<file path="src/rtl/cfgphase_pkg.sv">
package cfgphase_pkg;
  typedef enum logic [1:0] {PH_IDLE, PH_STEP, PH_FRAME} phase_t;

  typedef struct packed {
    logic capture;
    logic drive;
    logic frame;
  } ctrlStrobe_t;

  typedef struct packed {
    logic type1;
    logic special;
    logic self;
    logic abort;
  } decodeFlags_t;

  localparam logic [3:0] CMD_CFG_RD  = 4'b1010;
  localparam logic [3:0] CMD_CFG_WR  = 4'b1011;
  localparam logic [3:0] CMD_SPECIAL = 4'b0001;
endpackage

</file>
<file path="src/rtl/cfgphase_idsel.sv">
module cfgphase_idsel #(
  parameter int AD_W       = 32,
  parameter int DEV_W      = 5,
  parameter int FIRST_LINE = 11,
  parameter int WRAP_DEV   = 10
) (
  input  logic [DEV_W-1:0] devNum,
  output logic [AD_W-1:0]  idselLines,
  output logic             isSpecial,
  output logic             isSelf,
  output logic             isAbort
);
  localparam logic [DEV_W-1:0] DEV_MAX = {DEV_W{1'b1}};

  for (genvar i = 0; i < AD_W; i++) begin : g_line
    if (i == AD_W - 1) begin : g_wrap
      assign idselLines[i] = (devNum == DEV_W'(WRAP_DEV));
    end else if (i >= FIRST_LINE) begin : g_direct
      assign idselLines[i] = (devNum == DEV_W'(i));
    end else begin : g_none
      assign idselLines[i] = 1'b0;
    end
  end

  assign isSpecial = (devNum == DEV_MAX);
  assign isSelf    = (devNum == '0);
  assign isAbort   = (devNum != '0) && (devNum < DEV_W'(WRAP_DEV));
endmodule

</file>
<file path="src/rtl/cfgphase_ctrl.sv">
module cfgphase_ctrl
  import cfgphase_pkg::*;
#(
  parameter int EN_BIT = 31
) (
  input  logic        clk,
  input  logic        rstN,
  input  logic        startReq,
  input  logic        enableBit,
  output ctrlStrobe_t strobe,
  output logic        busy
);
  phase_t phase, phaseNext;

  always_comb begin
    phaseNext = phase;
    unique case (phase)
      PH_IDLE:  if (startReq && enableBit) phaseNext = PH_STEP;
      PH_STEP:  phaseNext = PH_FRAME;
      PH_FRAME: phaseNext = PH_IDLE;
      default:  phaseNext = PH_IDLE;
    endcase
  end

  always_ff @(posedge clk or negedge rstN) begin
    if (!rstN) phase <= PH_IDLE;
    else       phase <= phaseNext;
  end

  assign strobe.capture = (phase == PH_IDLE) && startReq && enableBit;
  assign strobe.drive   = (phase != PH_IDLE);
  assign strobe.frame   = (phase == PH_FRAME);
  assign busy           = (phase != PH_IDLE);

  // FRAME lasts a single clock
  p_frame_single_r3: assert property (@(posedge clk) disable iff (!rstN)
    strobe.frame |=> !strobe.frame);
  // FRAME is preceded by a stepping clock
  p_step_before_frame_r3: assert property (@(posedge clk) disable iff (!rstN)
    $rose(strobe.frame) |-> $past(phase == PH_STEP));
  // a request while busy starts nothing
  p_ignore_busy_r2: assert property (@(posedge clk) disable iff (!rstN)
    (phase != PH_IDLE && startReq) |=> phase != PH_STEP);
endmodule

</file>
<file path="src/rtl/cfgphase_datapath.sv">
module cfgphase_datapath
  import cfgphase_pkg::*;
#(
  parameter int AD_W       = 32,
  parameter int DEV_W      = 5,
  parameter int BUS_W      = 8,
  parameter int BUS_LSB    = 16,
  parameter int DEV_LSB    = 11,
  parameter int FIRST_LINE = 11,
  parameter int WRAP_DEV   = 10,
  parameter logic [BUS_W-1:0] LOCAL_BUS = '0
) (
  input  logic            clk,
  input  logic            rstN,
  input  ctrlStrobe_t     strobe,
  input  logic [AD_W-1:0] cfgWord,
  input  logic            isWrite,
  output logic [AD_W-1:0] adBus,
  output logic [3:0]      cbeBus,
  output decodeFlags_t    flags
);
  localparam int LOW_HI = DEV_LSB - 1;
  localparam logic [AD_W-1:0] LOW_MASK =
    ((AD_W'(1) << DEV_LSB) - AD_W'(1)) & ~AD_W'(3);

  logic [DEV_W-1:0] devNum;
  logic [AD_W-1:0]  idselLines;
  logic             isSpecial, isSelf, isAbort;
  logic             farBus;
  logic [AD_W-1:0]  adNext;
  logic [3:0]       cbeNext;
  decodeFlags_t     flagNext;
  logic [AD_W-1:0]  adReg;
  logic [3:0]       cbeReg;
  decodeFlags_t     flagReg;

  assign devNum = cfgWord[DEV_LSB +: DEV_W];
  assign farBus = (cfgWord[BUS_LSB +: BUS_W] != LOCAL_BUS);

  cfgphase_idsel #(
    .AD_W(AD_W), .DEV_W(DEV_W), .FIRST_LINE(FIRST_LINE), .WRAP_DEV(WRAP_DEV)
  ) idsel_i (
    .devNum(devNum), .idselLines(idselLines),
    .isSpecial(isSpecial), .isSelf(isSelf), .isAbort(isAbort)
  );

  always_comb begin
    flagNext = '0;
    if (farBus) begin
      adNext         = {cfgWord[AD_W-1:2], 2'b01};
      flagNext.type1 = 1'b1;
    end else begin
      adNext           = idselLines | (cfgWord & LOW_MASK);
      flagNext.special = isSpecial;
      flagNext.self    = isSelf;
      flagNext.abort   = isAbort;
    end
    if (flagNext.special)  cbeNext = CMD_SPECIAL;
    else if (isWrite)      cbeNext = CMD_CFG_WR;
    else                   cbeNext = CMD_CFG_RD;
  end

  always_ff @(posedge clk or negedge rstN) begin
    if (!rstN) begin
      adReg   <= '0;
      cbeReg  <= '0;
      flagReg <= '0;
    end else if (strobe.capture) begin
      adReg   <= adNext;
      cbeReg  <= cbeNext;
      flagReg <= flagNext;
    end
  end

  assign adBus  = strobe.drive ? adReg   : '0;
  assign cbeBus = strobe.drive ? cbeReg  : '0;
  assign flags  = strobe.drive ? flagReg : '0;

  // address and command are held through FRAME
  p_hold_frame_r3: assert property (@(posedge clk) disable iff (!rstN)
    strobe.frame |-> ($stable(adBus) && $stable(cbeBus)));
  // a normal local device drives exactly one IDSEL line
  p_idsel_onehot_r5: assert property (@(posedge clk) disable iff (!rstN)
    (strobe.drive && !flags.type1 && !flags.special && !flags.self && !flags.abort)
      |-> $countones(adBus[AD_W-1:FIRST_LINE]) == 1);
  // forwarded format marks its low bits
  p_type1_code_r4: assert property (@(posedge clk) disable iff (!rstN)
    (strobe.drive && flags.type1) |-> adBus[1:0] == 2'b01);
  // idle means nothing driven
  p_idle_quiet_r1: assert property (@(posedge clk) disable iff (!rstN)
    !strobe.drive |-> (adBus == '0 && cbeBus == '0 && flags == '0));
  // forwarded format raises no local-decode flag
  p_far_noflags_r11: assert property (@(posedge clk) disable iff (!rstN)
    flags.type1 |-> !(flags.special || flags.self || flags.abort));
  // local-decode flags are mutually exclusive
  p_flag_excl_r9: assert property (@(posedge clk) disable iff (!rstN)
    $onehot0({flags.special, flags.self, flags.abort}));
  localparam int UNUSED_LOW_HI = LOW_HI;
endmodule

</file>
<file path="src/rtl/cfgphase_top.sv">
module cfgphase_top
  import cfgphase_pkg::*;
#(
  parameter int AD_W  = 32,
  parameter int BUS_W = 8,
  parameter logic [7:0] LOCAL_BUS = 8'd0
) (
  input  logic            clk,
  input  logic            rstN,
  input  logic [AD_W-1:0] cfgWord,
  input  logic            isWrite,
  input  logic            startReq,
  output logic [AD_W-1:0] adBus,
  output logic [3:0]      cbeBus,
  output logic            frameAct,
  output logic            busy,
  output logic            type1Flag,
  output logic            specialFlag,
  output logic            selfFlag,
  output logic            abortFlag
);
  localparam int EN_BIT = AD_W - 1;

  ctrlStrobe_t  strobe;
  decodeFlags_t flags;

  cfgphase_ctrl #(.EN_BIT(EN_BIT)) ctrl_i (
    .clk(clk), .rstN(rstN), .startReq(startReq),
    .enableBit(cfgWord[EN_BIT]), .strobe(strobe), .busy(busy)
  );

  cfgphase_datapath #(
    .AD_W(AD_W), .BUS_W(BUS_W), .LOCAL_BUS(LOCAL_BUS[BUS_W-1:0])
  ) dp_i (
    .clk(clk), .rstN(rstN), .strobe(strobe), .cfgWord(cfgWord),
    .isWrite(isWrite), .adBus(adBus), .cbeBus(cbeBus), .flags(flags)
  );

  assign frameAct    = strobe.frame;
  assign type1Flag   = flags.type1;
  assign specialFlag = flags.special;
  assign selfFlag    = flags.self;
  assign abortFlag   = flags.abort;
endmodule

</file>
<file path="config.mk">
export PLATFORM = sky130hd
export DESIGN_NAME = cfgphase_top
export DESIGN_NICKNAME = d
export VERILOG_FILES = /design/src/rtl/cfgphase_pkg.sv /design/src/rtl/cfgphase_idsel.sv /design/src/rtl/cfgphase_ctrl.sv /design/src/rtl/cfgphase_datapath.sv /design/src/rtl/cfgphase_top.sv
export SDC_FILE = /design/constraint.sdc
export NUM_CORES = 1
export LEC_CHECK = 0
export BUFFER_PORTS_ARGS = -buffer_cell sky130_fd_sc_hd__clkbuf_2
export CORE_MARGIN = 1.5
export CORE_UTILIZATION = 45
export CTS_BUF_LIST = sky130_fd_sc_hd__clkbuf_16
export DETAILED_ROUTE_END_ITERATION = 7
export PLACE_DENSITY_LB_ADDON = 0.1
export SLEW_MARGIN = 20
export SYNTH_ARGS = -nofsm -noshare
export SYNTH_HDL_FRONTEND = slang
export SYNTH_HIERARCHICAL = 1
export SYNTH_SLANG_ARGS = --single-unit
</file>
<file path="constraint.sdc">
create_clock -name clk -period 2 [get_ports clk]
set_input_delay 0.1 -clock clk [delete_from_list [all_inputs] [get_ports clk]]
set_output_delay 0.1 -clock clk [all_outputs]
set_load 0.05 [all_outputs]
</file>
Word-level counts from Yosys, hierarchy flattened
Index checks and enable logic that the tools add are counted.
{"block": "op_classes", "n_bitwise": 1, "magnitude_cmp": 1, "n_reduce_logical": 9, "mux": 10, "eq_ne": 25}
{"operator": "$eq 5x5->1 const B", "count": 16}
{"operator": "$mux 32", "count": 2}
{"operator": "$or 32x11->32", "count": 1}
{"operator": "$eq 5x4->1 const B", "count": 6}
{"operator": "$mux 4", "count": 3}
{"operator": "$reduce_bool 8->1", "count": 1}
{"operator": "$logic_not 5->1", "count": 1}
{"operator": "$lt 5x4->1 const B", "count": 1}
{"operator": "$reduce_bool 5->1", "count": 1}
{"operator": "$logic_and 1x1->1", "count": 4}
{"operator": "$pmux 2 s2", "count": 1}
{"operator": "$mux 3", "count": 1}
{"operator": "$eq 2x1->1 const B", "count": 1}
{"operator": "$eq 2x2->1 const B", "count": 1}
{"operator": "$logic_not 2->1", "count": 1}
{"operator": "$mux 1", "count": 2}
{"operator": "$mux 2", "count": 1}
{"operator": "$ne 2x1->1 const B", "count": 1}
{"operator": "$reduce_bool 2->1", "count": 1}
{"block": "word_totals", "wordCells": 53, "ff_bits": 42, "out_inout_bits": 42, "inputBits": 36}

Logic depth before layout (Yosys ltp)
{"block": "depth", "word_depth": 4, "mapped_depth": 6, "mapped_depth_nobuf": 4}

Cells and area by module
Netlist, hierarchy kept.
{"module": "cfgphase_datapath", "area_each_um2": 2019.4, "cells_each": 228, "n_inst": 1, "seq_area_each_um2": 950.9}
{"module": "cfgphase_idsel", "area_each_um2": 327.8, "cells_each": 55, "n_inst": 1, "seq_area_each_um2": 0.0}
{"module": "cfgphase_ctrl", "area_each_um2": 106.4, "cells_each": 8, "n_inst": 1, "seq_area_each_um2": 50.0}

Least setup slack after synthesis
Ideal clock, no wire load.
{"block": "synth_timing", "path_type": "register to output", "start": "register ctrl_i.phase[1]", "end": "output port cbeBus[3]", "stages_incl_launch_ff": 7, "arrival_time_ns": 2.119, "slack_ns": -0.219, "required_time_ns": 1.900, "path_buffers": 4, "path_cell_list": "dfrtp_1 -> or2_1 -> buf_4 -> clkbuf_1 -> clkbuf_1 -> and2_1 -> buf_4"}
{"block": "synth_via", "elab_chain_len": 2}
{"item": "start, declared", "line_no": "cfgphase_ctrl.sv:13", "text": "phase_t phase, phaseNext;"}
{"item": "start signal, assigned", "line_no": "cfgphase_ctrl.sv:27", "text": "else phase <= phaseNext;"}
{"item": "$reduce_bool 2->1"}
{"item": "named net busy", "line_no": "cfgphase_top.sv:16", "text": "output logic busy,"}
{"item": "$mux 4", "line_no": "cfgphase_datapath.sv:76", "text": "assign cbeBus = strobe.drive ? cbeReg : '0;"}
{"item": "end, declared", "line_no": "cfgphase_top.sv:14", "text": "output logic [3:0] cbeBus,"}
The timed path passes the listed nets, and every way through them passes these cells.

Worst setup path after layout
{"block": "layout_timing", "start": "register ctrl_i.phase[1]", "end": "output port cbeBus[3]"}
{"block": "layout_via", "elab_chain_len": 2}
{"item": "$reduce_bool 2->1", "line_no": "cfgphase_ctrl.sv:31", "text": "assign strobe.drive = (phase != PH_IDLE);"}
{"item": "$mux 4", "line_no": "cfgphase_datapath.sv:76"}
Every way passes these cells.

==> summary.md <==
| Metric | Value |
|---|---|
| Status | complete, no violations |
| Final core utilization | 56.2% |
| Port buffer count | 74 |
| Avg WL per Cell | 13.2 um |
| Kind of critical path | flop to primary output |
| Max Fclk | 614 MHz |
| Post-route clock period utilization | 81.4% |
| Clock slew at reported path FFs | 60 ps |
| MaxCap Viol Count | 0 |
| Pins Over Slew Limit | 0 |
| Placed Area | 0.00273 sq mm |
| Post-Syn Area per Cell | 8.43 sq um |
| Sink Count | 40 |
| Routability cong. | 0.778 |
| H-tree depth | 2 |
| Yosys reg bits | 40 |
| Top cell type's share of synthesized area | 40.8% |
| Final setup violation count | 0 |
| Setup WS post-layout | 372 ps |
| Setup total negative slack | 0 ps |
| Detail Placement HPWL | 3.66 mm |
| Ys async rst share | 100% |
| Vias in the first global route | 2055 |
| DP Worst Slack | 561 ps |
| Largest net degree at the start of global routing | 76 |
| Worst path slowest cell | dfrtp_1 |
| Net Sw Frac | 34.8% |
| Crit path time final | 1630 ps |
| First-pass GRT wire length | 9.59 mm |
| Post-route cell area | 0.00291 sq mm |
| Synth area leader | dfrtp_1 |
| Clock root buffer | clkbuf_16 |
| Top-count cell post-synth | nor2_1 |
| Grt ovf | 0 |
| RSZ-0062 raised after global routing | no |
| CP Launch Type | flop |
| Initial antenna violation count | 0 |
| Diode count | 0 |
| Crit-path max cell delay | 400 ps |
| Comb power frac | 29.5% |
| Top FF cell, synth | dfrtp_1 |
| Crit path capture type | primary output |
| Most instantiated cells after synthesis | nor2_1 (48), dfrtp_1 (40), and2_1 (38), a31oi_1 (32), a21oi_1 (19) |
| Clk_lat worst skew | 280 ps |
| Reg2Reg Depth | 4 |
| Clock network fraction of design power | 33.3% |
| Post_cts resized | 0 |
| Pre-Repair DR Iteration Count | 4 |
| Pint | 0.00173 W |
| Crit path required time | 1900 ps |
| Seq/Total Area, Yosys | 40.8% |
| Sequential Power Share | 37.3% |
| Cell area power density | 914 mW/mm^2 |
| Maximum VDD drop | 0.387 mV |
| Routed WL | 5.52 mm |
| DRC errors left | 0 |
| Via count | 2173 |
| Setup bufs post-CTS | 0 |
| CTS tree | built |
| Worst-path cell chain | or2_4 > and2_2 > clkbuf_2 |
| Unique masters post-synth | 32 |
| Die width | 76.8 um |
| Initial Util | 47.4% |
| Gr usage total | 19.9% |
| Top cells by area, synth | dfrtp_1 (41%), and2_1 (9.7%), a31oi_1 (8.2%) |
| CTS Buf Count | 5 |
| EDFF count, synth | 0 |
| Core area | 0.00517 sq mm |
| Layout cells sized above 1 | 28.7% |
| Avg Vias per Cell | 5.19 |
| Initial detailed-routing violation count | 126 |
| Synthesis warning total | 6 |
| Slew headroom | 65.9% |
| Row Count | 26 |
| Sw Pwr | 0.000924 W |
| Static leakage | 1.28 nW |
| ANT nets after route | 0 |
| Die area | 0.00590 sq mm |
| Top-level port count | 78 |
| Final hold violation count | 0 |
| Slew @ Worst Pin | 512 ps |
| Die height | 76.8 um |
| Final setup skew | 4.11 ps |
| Layout area overhead | 18.5% |
| Hold WC Path Type | input port to flop |
| Final net count | 384 |
| Longest Clk Path Bufs | 2 |
| Peak fanout along the critical path | 39 |
| Worst path arrival time | 1530 ps |
| Worst hold path depth | 3 |
| Mapped Area | 0.00245 sq mm |
| Cells after synthesis | 291 |
| Hold WS | 72.8 ps |
==> worst paths after layout <==
kind / startpoint / endpoint / slack, ps
max: ctrl_i/phase[1] / cbeBus[3] / 370
max in group asynchronous: rstN / dp_i/cbeReg[1] / 1220
min in group asynchronous: rstN / dp_i/adReg[17] / 420
min: cfgWord[27] / dp_i/adReg[27] / 70
max reg2reg: ctrl_i/phase[0] / dp_i/cbeReg[1] / 570
min reg2reg: dp_i/cbeReg[1] / dp_i/cbeReg[1] / 480
==> routing by layer <==
metal	routed length, um	track usage, %	vias up
li1	-	-	1102
met1	2690	27.5	1007
met2	2470	31.4	59
met3	304	4.05	5
met4	57	6.11	0
met5	0	0	-
==> metrics by stage <==
step           total power (W)  cells
6_report               0.00266    419
5_1_grt                0.00280    419
3_3_place_gp           0.00178    410
2_1_floorplan          0.00162    301
3_5_place_dp           0.00179    410
4_1_cts                0.00268    419
==> state kept, by name, summed over array words and instances (netlist names) <==
name / flops
dp_i/adReg: 32
dp_i/flagReg: 4
ctrl_i/phase: 2
dp_i/cbeReg: 2
==> what timing repair did <==
action                                  in CTS  in global routing
endpoints found under the hold margin       40                  0
endpoints found under the setup margin       0                  0
hold buffers                                 1                  0
==> cell families after synthesis <==
| kind of cell | count (synthesis) | synth area share, % |
|---|---|---|
| simple gates | 134 | 30.7 |
| compound gates | 70 | 16.4 |
| flops | 40 | 40.8 |
| buf+inv | 45 | 11.8 |
| other cells | 2 | 0.306 |
==> cells in the final DEF, fill, tap and decap left out, types with 7 or more instances in the layout <==
cell	n
conb_1	12
nand3_1	15
and2_1	37
nor2_1	48
a31oi_1	32
nor3_1	7
dfrtp_1	40
o21ai_1	8
clkbuf_2	74
a21oi_1	19
==> power groups by stage <==
| stage | sequential, W | clock, W | combinational, W |
|---|---|---|---|
| global placement | 0.00100 | 0 | 0.000780 |
| CTS | 0.000991 | 0.000901 | 0.000791 |
| detailed placement | 0.00100 | 0 | 0.000787 |
| finish | 0.000990 | 0.000884 | 0.000784 |
| global route | 0.00101 | 0.000938 | 0.000852 |
| floorplan | 0.000986 | 0 | 0.000635 |
==> critical path, delay by kind of cell (launching register included) <==
family        cells  cell delay [ps]
buf+inv           1              230
flops             1              400
simple gates      2              620
==> area by class of cell <==
class                   count  area (sq um)
fillers                   507          2270
well taps                  70          87.6
inverters                   5          18.8
clock buffers               5           125
multi-input cells         216          1200
clock inverters             3          38.8
flip-flops and latches     40          1000
repair buffers             80           430
Note: power is estimated with default switching activity, not from simulation.
